--- src/rtl/uart9_pkg.sv ---
package uart9_pkg;

  typedef enum logic [1:0] {
    RX_IDLE  = 2'd0,
    RX_START = 2'd1,
    RX_BITS  = 2'd2
  } rx_state_t;

  // two of three samples decide the bit
  function automatic logic maj3(input logic a, input logic b, input logic c);
    return (a & b) | (a & c) | (b & c);
  endfunction

  // keep a character only if the previous one was taken and the filter agrees
  function automatic logic accept_frame(input logic done_now, input logic filt, input logic bit9);
    return !done_now && (!filt || bit9);
  endfunction

endpackage

--- src/rtl/uart9_tx.sv ---
module uart9_tx #(
  parameter int DATA_W = 8,
  parameter int OSR    = 16
) (
  input  logic              clk,
  input  logic              rst_n,
  input  logic              baud_tick,
  input  logic              wr_stb,
  input  logic [DATA_W-1:0] wr_data,
  input  logic              wr_bit9,
  output logic              line,
  output logic              busy,
  output logic              stop_begin,
  output logic              wr_reject
);
  localparam int FRAME_W = DATA_W + 3;
  localparam int CNT_W   = (OSR > 1) ? $clog2(OSR) : 1;
  localparam int IDX_W   = $clog2(FRAME_W);
  localparam logic [CNT_W-1:0] CNT_LAST = CNT_W'(OSR - 1);
  localparam logic [IDX_W-1:0] IDX_STOP = IDX_W'(FRAME_W - 1);
  localparam logic [IDX_W-1:0] IDX_B9   = IDX_W'(FRAME_W - 2);

  logic [FRAME_W-1:0] shreg;
  logic [CNT_W-1:0]   cnt;
  logic [IDX_W-1:0]   idx;
  logic               bit_end;

  assign bit_end = busy && baud_tick && (cnt == CNT_LAST);

  always_ff @(posedge clk) begin
    if (!rst_n) begin
      shreg <= '1;
      busy  <= 1'b0;
      cnt   <= '0;
      idx   <= '0;
    end else if (wr_stb && !busy) begin
      shreg <= {1'b1, wr_bit9, wr_data, 1'b0};
      busy  <= 1'b1;
      cnt   <= '0;
      idx   <= '0;
    end else if (busy && baud_tick) begin
      if (bit_end) begin
        cnt <= '0;
        if (idx == IDX_STOP) begin
          busy <= 1'b0;
        end else begin
          idx   <= idx + 1'b1;
          shreg <= {1'b1, shreg[FRAME_W-1:1]};
        end
      end else begin
        cnt <= cnt + 1'b1;
      end
    end
  end

  assign line       = busy ? shreg[0] : 1'b1;
  assign stop_begin = bit_end && (idx == IDX_B9);
  assign wr_reject  = wr_stb && busy;

endmodule

--- src/rtl/uart9_rx.sv ---
module uart9_rx
  import uart9_pkg::*;
#(
  parameter int DATA_W = 8,
  parameter int OSR    = 16
) (
  input  logic              clk,
  input  logic              rst_n,
  input  logic              baud_tick,
  input  logic              enable,
  input  logic              line_in,
  output logic              frame_end,
  output logic [DATA_W-1:0] frame_data,
  output logic              frame_bit9
);
  localparam int CNT_W = (OSR > 1) ? $clog2(OSR) : 1;
  localparam int NBITS = DATA_W + 1;
  localparam int IDX_W = $clog2(NBITS + 1);
  localparam logic [CNT_W-1:0] CNT_LAST = CNT_W'(OSR - 1);
  localparam logic [CNT_W-1:0] CNT_HALF = CNT_W'(OSR / 2 - 1);
  localparam logic [IDX_W-1:0] IDX_STOP = IDX_W'(NBITS);

  logic [1:0]        sync;
  logic              s;
  logic              prev_s;
  logic [1:0]        hist;
  logic              voted;
  rx_state_t         state;
  logic [CNT_W-1:0]  cnt;
  logic [IDX_W-1:0]  idx;
  logic [DATA_W:0]   shreg;
  logic              bit_end;

  assign s       = sync[1];
  assign voted   = maj3(hist[1], hist[0], s);
  assign bit_end = baud_tick && (state == RX_BITS) && (cnt == CNT_LAST);

  always_ff @(posedge clk) begin
    if (!rst_n) begin
      sync   <= 2'b11;
      prev_s <= 1'b1;
      hist   <= 2'b11;
    end else begin
      sync <= {sync[0], line_in};
      if (baud_tick) begin
        prev_s <= s;
        hist   <= {hist[0], s};
      end
    end
  end

  always_ff @(posedge clk) begin
    if (!rst_n || !enable) begin
      state <= RX_IDLE;
      cnt   <= '0;
      idx   <= '0;
      shreg <= '0;
    end else if (baud_tick) begin
      case (state)
        RX_IDLE: begin
          if (prev_s && !s) begin
            state <= RX_START;
            cnt   <= '0;
          end
        end
        RX_START: begin
          if (cnt == CNT_HALF) begin
            cnt <= '0;
            idx <= '0;
            state <= s ? RX_IDLE : RX_BITS;
          end else begin
            cnt <= cnt + 1'b1;
          end
        end
        RX_BITS: begin
          if (cnt == CNT_LAST) begin
            cnt <= '0;
            if (idx == IDX_STOP) begin
              state <= RX_IDLE;
            end else begin
              shreg <= {voted, shreg[DATA_W:1]};
              idx   <= idx + 1'b1;
            end
          end else begin
            cnt <= cnt + 1'b1;
          end
        end
        default: state <= RX_IDLE;
      endcase
    end
  end

  assign frame_end  = bit_end && (idx == IDX_STOP);
  assign frame_data = shreg[DATA_W-1:0];
  assign frame_bit9 = shreg[DATA_W];

endmodule

--- src/rtl/uart9_flags.sv ---
module uart9_flags
  import uart9_pkg::*;
#(
  parameter int DATA_W = 8
) (
  input  logic              clk,
  input  logic              rst_n,
  input  logic              tx_stop_begin,
  input  logic              tx_wr_reject,
  input  logic              rx_frame_end,
  input  logic [DATA_W-1:0] rx_frame_data,
  input  logic              rx_frame_bit9,
  input  logic              filt_en,
  input  logic              irq_en,
  input  logic              clr_tx,
  input  logic              clr_rx,
  input  logic              clr_ovr,
  output logic              tx_done,
  output logic              rx_done,
  output logic [DATA_W-1:0] rx_data,
  output logic              rx_bit9,
  output logic              ovr,
  output logic              irq,
  output logic              rx_accept
);
  assign rx_accept = rx_frame_end && accept_frame(rx_done, filt_en, rx_frame_bit9);

  always_ff @(posedge clk) begin
    if (!rst_n) begin
      tx_done <= 1'b0;
      rx_done <= 1'b0;
      rx_data <= '0;
      rx_bit9 <= 1'b0;
      ovr     <= 1'b0;
    end else begin
      if (tx_stop_begin)     tx_done <= 1'b1;
      else if (clr_tx)       tx_done <= 1'b0;
      if (rx_accept) begin
        rx_done <= 1'b1;
        rx_data <= rx_frame_data;
        rx_bit9 <= rx_frame_bit9;
      end else if (clr_rx) begin
        rx_done <= 1'b0;
      end
      if (tx_wr_reject)      ovr <= 1'b1;
      else if (clr_ovr)      ovr <= 1'b0;
    end
  end

  assign irq = irq_en && (tx_done || rx_done);

endmodule

--- src/rtl/uart9_node.sv ---
module uart9_node #(
  parameter int DATA_W = 8,
  parameter int OSR    = 16
) (
  input  logic              clk,
  input  logic              rst_n,
  input  logic              baud_tick,
  input  logic              tx_wr,
  input  logic [DATA_W-1:0] tx_data,
  input  logic              tx_bit9,
  input  logic              rx_en,
  input  logic              addr_filt_en,
  input  logic              irq_en,
  input  logic              clr_tx_done,
  input  logic              clr_rx_done,
  input  logic              clr_collide,
  input  logic              rx_line,
  output logic              tx_line,
  output logic              tx_done,
  output logic              rx_done,
  output logic [DATA_W-1:0] rx_data,
  output logic              rx_bit9,
  output logic              tx_collide,
  output logic              irq
);
  // internal events, named for the checker
  logic              tx_busy;
  logic              tx_stop_begin;
  logic              tx_wr_reject;
  logic              rx_frame_end;
  logic [DATA_W-1:0] rx_frame_data;
  logic              rx_frame_bit9;
  logic              rx_accept;

  uart9_tx #(.DATA_W(DATA_W), .OSR(OSR)) u_tx (
    .clk        (clk),
    .rst_n      (rst_n),
    .baud_tick  (baud_tick),
    .wr_stb     (tx_wr),
    .wr_data    (tx_data),
    .wr_bit9    (tx_bit9),
    .line       (tx_line),
    .busy       (tx_busy),
    .stop_begin (tx_stop_begin),
    .wr_reject  (tx_wr_reject)
  );

  uart9_rx #(.DATA_W(DATA_W), .OSR(OSR)) u_rx (
    .clk        (clk),
    .rst_n      (rst_n),
    .baud_tick  (baud_tick),
    .enable     (rx_en),
    .line_in    (rx_line),
    .frame_end  (rx_frame_end),
    .frame_data (rx_frame_data),
    .frame_bit9 (rx_frame_bit9)
  );

  uart9_flags #(.DATA_W(DATA_W)) u_flags (
    .clk           (clk),
    .rst_n         (rst_n),
    .tx_stop_begin (tx_stop_begin),
    .tx_wr_reject  (tx_wr_reject),
    .rx_frame_end  (rx_frame_end),
    .rx_frame_data (rx_frame_data),
    .rx_frame_bit9 (rx_frame_bit9),
    .filt_en       (addr_filt_en),
    .irq_en        (irq_en),
    .clr_tx        (clr_tx_done),
    .clr_rx        (clr_rx_done),
    .clr_ovr       (clr_collide),
    .tx_done       (tx_done),
    .rx_done       (rx_done),
    .rx_data       (rx_data),
    .rx_bit9       (rx_bit9),
    .ovr           (tx_collide),
    .irq           (irq),
    .rx_accept     (rx_accept)
  );

endmodule

--- config.mk ---
export PLATFORM = sky130hd
export DESIGN_NAME = uart9_node
export DESIGN_NICKNAME = d
export VERILOG_FILES = /design/src/rtl/uart9_pkg.sv /design/src/rtl/uart9_tx.sv /design/src/rtl/uart9_rx.sv /design/src/rtl/uart9_flags.sv /design/src/rtl/uart9_node.sv
export SDC_FILE = /design/constraint.sdc
export NUM_CORES = 1
export LEC_CHECK = 0
export ABC_AREA = 1
export ABC_CLOCK_PERIOD_IN_PS = 1500
export BUFFER_PORTS_ARGS = -buffer_cell sky130_fd_sc_hd__buf_2
export CAP_MARGIN = 15
export CORE_MARGIN = 3
export CORE_UTILIZATION = 50
export DETAILED_ROUTE_END_ITERATION = 7
export GPL_TIMING_DRIVEN = 0
export PLACE_DENSITY = 0.8
export SYNTH_ARGS = -nofsm -noshare
export SYNTH_HDL_FRONTEND = slang
export SYNTH_HIERARCHICAL = 1
export SYNTH_SLANG_ARGS = --single-unit
--- constraint.sdc ---
create_clock -name clk -period 1.5 [get_ports clk]
set_input_delay 0.225 -clock clk [delete_from_list [all_inputs] [get_ports clk]]
set_output_delay 0.225 -clock clk [all_outputs]
set_load 0.005 [all_outputs]
==> Implementation_results.wiki <==
{| class="wikitable"
! Metric !! Value
|-
| Total clock sinks || 54
|-
| Status || complete, no violations
|-
| Cell type of the slowest stage on the worst timing path || dfxtp_2
|-
| VDD IR-drop max || 0.763 mV
|-
| Flop pwr share || 55.8%
|-
| Total vias in the final route || 2384
|-
| Maximum level of the CTS H-tree || 2
|-
| Class of the tightest hold or removal check || in2reg
|-
| Total of warnings raised by yosys || 6
|-
| Setup slack on the worst flop-to-flop path || 0.05 ns
|-
| Count of nets left with antenna violations after detail routing || 0
|-
| Highest Clock Rate || 0.690 GHz
|-
| Delay of the slowest cell on the worst path || 0.35 ns
|-
| Share of layout cells above drive strength 1 || 23.7%
|-
| Clock latency at the later pin of the worst-skew pair || 0.30 ns
|-
| Average size of a mapped cell || 7.17 sq um
|-
| Count of max-cap constraint violations || 0
|-
| Routed length per placed instance || 11.0 um
|-
| Relative contribution of the clock network to total power || 35.4%
|-
| Final setup viols || 0
|-
| Combinational share of power || 8.7%
|-
| Wire length reported by the detailed router || 5310 um
|-
| TritonCTS clock tree || built
|-
| Number of register bits inferred by synthesis || 54
|-
| Die ar. || 0.00617 sq mm
|-
| Fin. Hold Viols || 0
|-
| GR Overflow Total || 0
|-
| Sw frac || 23.2%
|-
| Final Cycle Share || 96.7%
|-
| Core region area || 0.00491 sq mm
|-
| Post-detailed-route DRC marker count || 0
|-
| Cell count after synthesis || 367
|-
| Detailed-placement wirelength estimate || 3810 um
|-
| Nets@finish || 446
|-
| Fin. max-slew vios || 0
|-
| Number of top-level pins || 34
|-
| Most repeated cell in the gate-level netlist after synthesis || nand2_1
|-
| Switching power total || 0.615 mW
|-
| Count of antenna diodes in the layout || 0
|-
| Top-area cell type share of the netlist area || 41.1%
|-
| Cell area after synthesis || 0.00263 sq mm
|-
| Num rows || 25
|-
| Number of design-rule violations left by the first detailed-router iteration || 93
|-
| GPL Wtd Cong || 0.808
|-
| Worst slew margin relative to its limit || 69.2%
|-
| Setup crit end kind || register
|-
| Number of iterations in the first detailed-routing pass || 4
|-
| Number of clock buffers inserted by TritonCTS || 5
|-
| Multi-input logic area || 0.00139 sq mm
|-
| Time the final worst path needs with I/O delays and setup || 1.45 ns
|-
| Buffers from clock root to sink, at most || 2
|-
| Critical path peak fanout || 6
|-
| Internal power consumption || 2.04 mW
|-
| Leading area contributor after synthesis || dfxtp_1
|-
| First-pass GRT wire length || 9030 um
|-
| Vert. Die Dim || 78.6 um
|-
| Initial antenna violation count || 0
|-
| Register cell area after layout || 0.00110 sq mm
|-
| Synth area leaders || dfxtp_1 (41%), nand2_1 (13%), nor2_1 (7.8%), nand3_1 (6.1%), inv_1 (5.1%)
|-
| Placed Cells || 467
|-
| DR vias/cell || 4.93
|-
| Post-synthesis async set-or-reset flop share || 0%
|-
| Tot Pwr || 2.66 mW
|-
| Clock transition at the registers of the reported paths || 0.09 ns
|-
| Pin count of the biggest net entering global routing || 17
|-
| Vias in the first global route || 2121
|-
| Distinct cell type count of the synthesized netlist || 30
|-
| Worst-case hold slack || 0.110 ns
|-
| Cell-by-cell trace of the critical path || inv_2, ha_4, nand4_1, nor2_1, inv_1, nor2_4, buf_6, nand3b_1, nand2_1, nor2_1
|-
| Req. time, crit path || 1.70 ns
|-
| Die width || 78.6 um
|-
| Clock skew || 0.00767 ns
|-
| Port-buffer cells || 33
|-
| Ratio of total power to cell area || 849 mW/mm^2
|-
| Number of synthesized flops with an enable pin || 0
|-
| Overall fraction of global-route tracks in use || 17.7%
|-
| Seq/Total Area, Yosys || 41.1%
|-
| Final Non-Filler Cells || 484
|-
| Worst-Margin Slew || 0.461 ns
|-
| Pleak || 1.43 nW
|-
| Most common flop cell mapped by yosys || dfxtp_1
|-
| Unrepaired setup endpoints after global routing || yes
|-
| Most Frequent Cell on Critical Path || nor2_1
|-
| CP startpoint kind || register
|-
| Number of fill cells || 458
|-
| Most numerous cell types in the synthesized netlist || nand2_1 (89), nor2_1 (55), dfxtp_1 (54)
|-
| Net count of the mapped netlist || 397
|-
| Master cell of the clock root buffer || clkbuf_8
|-
| Initial core utilization || 53.6%
|-
| Worst endpoint data arrival time || 1.66 ns
|-
| Type of the setup path with the least slack || reg2reg
|-
| Area growth from synthesis to layout || 19.0%
|}
## layout make-up
cell class | count | share of cell area, %
Buffer | 7 | 1.56
Clock buffer | 5 | 2.20
Clock inverter | 3 | 1.28
Inverter | 40 | 4.95
Multi-Input combinational cell | 266 | 44.5
Sequential cell | 54 | 35.2
Tap cell | 67 | 2.68
Timing Repair Buffer | 42 | 7.67
## sequential cells by signal, indices dropped and copies added, names as in the netlist
name and count:
u_rx/state 2, u_rx/idx 4, u_tx/shreg 10, u_flags/rx_done 1, u_tx/busy 1, u_flags/ovr 1, u_rx/shreg 9, u_flags/rx_bit9 1
u_rx/sync 2, u_rx/hist 2, u_tx/cnt 4, u_rx/cnt 4, u_flags/tx_done 1, u_flags/rx_data 8, u_tx/idx 4
## layer usage
layer  GRT usage [%]  wire [um]  vias up
met5               0          0        -
met4            4.37         42        0
met3            3.67        152        6
met2            32.1       2620       36
met1            21.0       2500     1074
li1                -          -     1268
## final timing paths
check	start	end	cells after the start
setup reg to reg	u_rx/state[0]	u_flags/rx_data[3]	10
hold reg to reg	u_rx/sync[0]	u_rx/sync[1]	2
setup / recovery	u_rx/state[0]	u_flags/rx_data[3]	10
hold / removal	rx_line	u_rx/sync[0]	3
## stage by stage
stage	TNS [ns]	worst slack [ns]	utilization (%)	area (sq um)
after floorplan	0	0.0741	-	2630
after global placement	-0.710	-0.0869	58.7	2880
after detailed placement	-1.01	-0.142	58.7	2880
after CTS	0	0.0116	61.9	3040
after global routing	-0.288	-0.0542	63.8	3130
final	0	0.0498	63.8	3130
## repair_timing
item / CTS / global route
endpoints found under the setup margin: 12 / 33
setup buffers: 3 / 6
gates resized for setup: 9 / 19
pin swaps: 2 / 6
hold buffers: 0 / 0
## power groups by stage
stage          Clock (mW)  Sequential [mW]  Combinational [mW]
3_5_place_dp            0             1.52               0.227
5_1_grt              1.04             1.49               0.263
3_3_place_gp            0             1.52               0.221
2_1_floorplan           0             1.52               0.158
4_1_cts             0.978             1.49               0.229
6_report            0.942             1.48               0.232
## critical path, delay by kind of cell (launching register included)
kind                     cells  cell delay, ns
AND/OR/NAND/NOR              6            0.56
adder cells (fa/ha/maj)      1            0.14
buffers and inverters        3            0.32
flip-flops                   1            0.35
## cell families (layout without fill, tap and decap cells)
group,count (synthesis),count (layout),share of synthesized area (%)
compound gates,45,45,9.41
fa+ha+maj,10,10,4.75
buf+inv,47,97,7.75
flops,54,54,41.1
xor+xnor,3,3,0.998
simple gates,208,208,36.0
## placed cells by master, fill, tap and decap left out
cell        n
dfxtp_2     5
xnor2_1     1
o211ai_1    2
nand3_2     2
ha_1        6
a31oi_1     1
nand2_4     3
a21oi_2     2
nor2_4      5
nand3_1    32
o21a_1      2
nand3b_1    8
buf_6       4
nand4_1     6
nand2_1    88
clkbuf_8    5
clkbuf_1    1
inv_1      33
dfxtp_4     4
buf_2      36
dfxtp_1    45
ha_4        2
ha_2        2
nand2_2     5
o21ai_0     8
a21oi_1    21
clkinv_2    2
xor2_1      2
inv_2       6
inv_6       1
o21ai_1     8
bufinv_16   1
o21ai_2     1
nor2_2      4
nor2_1     54
or2_2       1
buf_4       8
No activity file was read; power rests on OpenSTA's default activity.
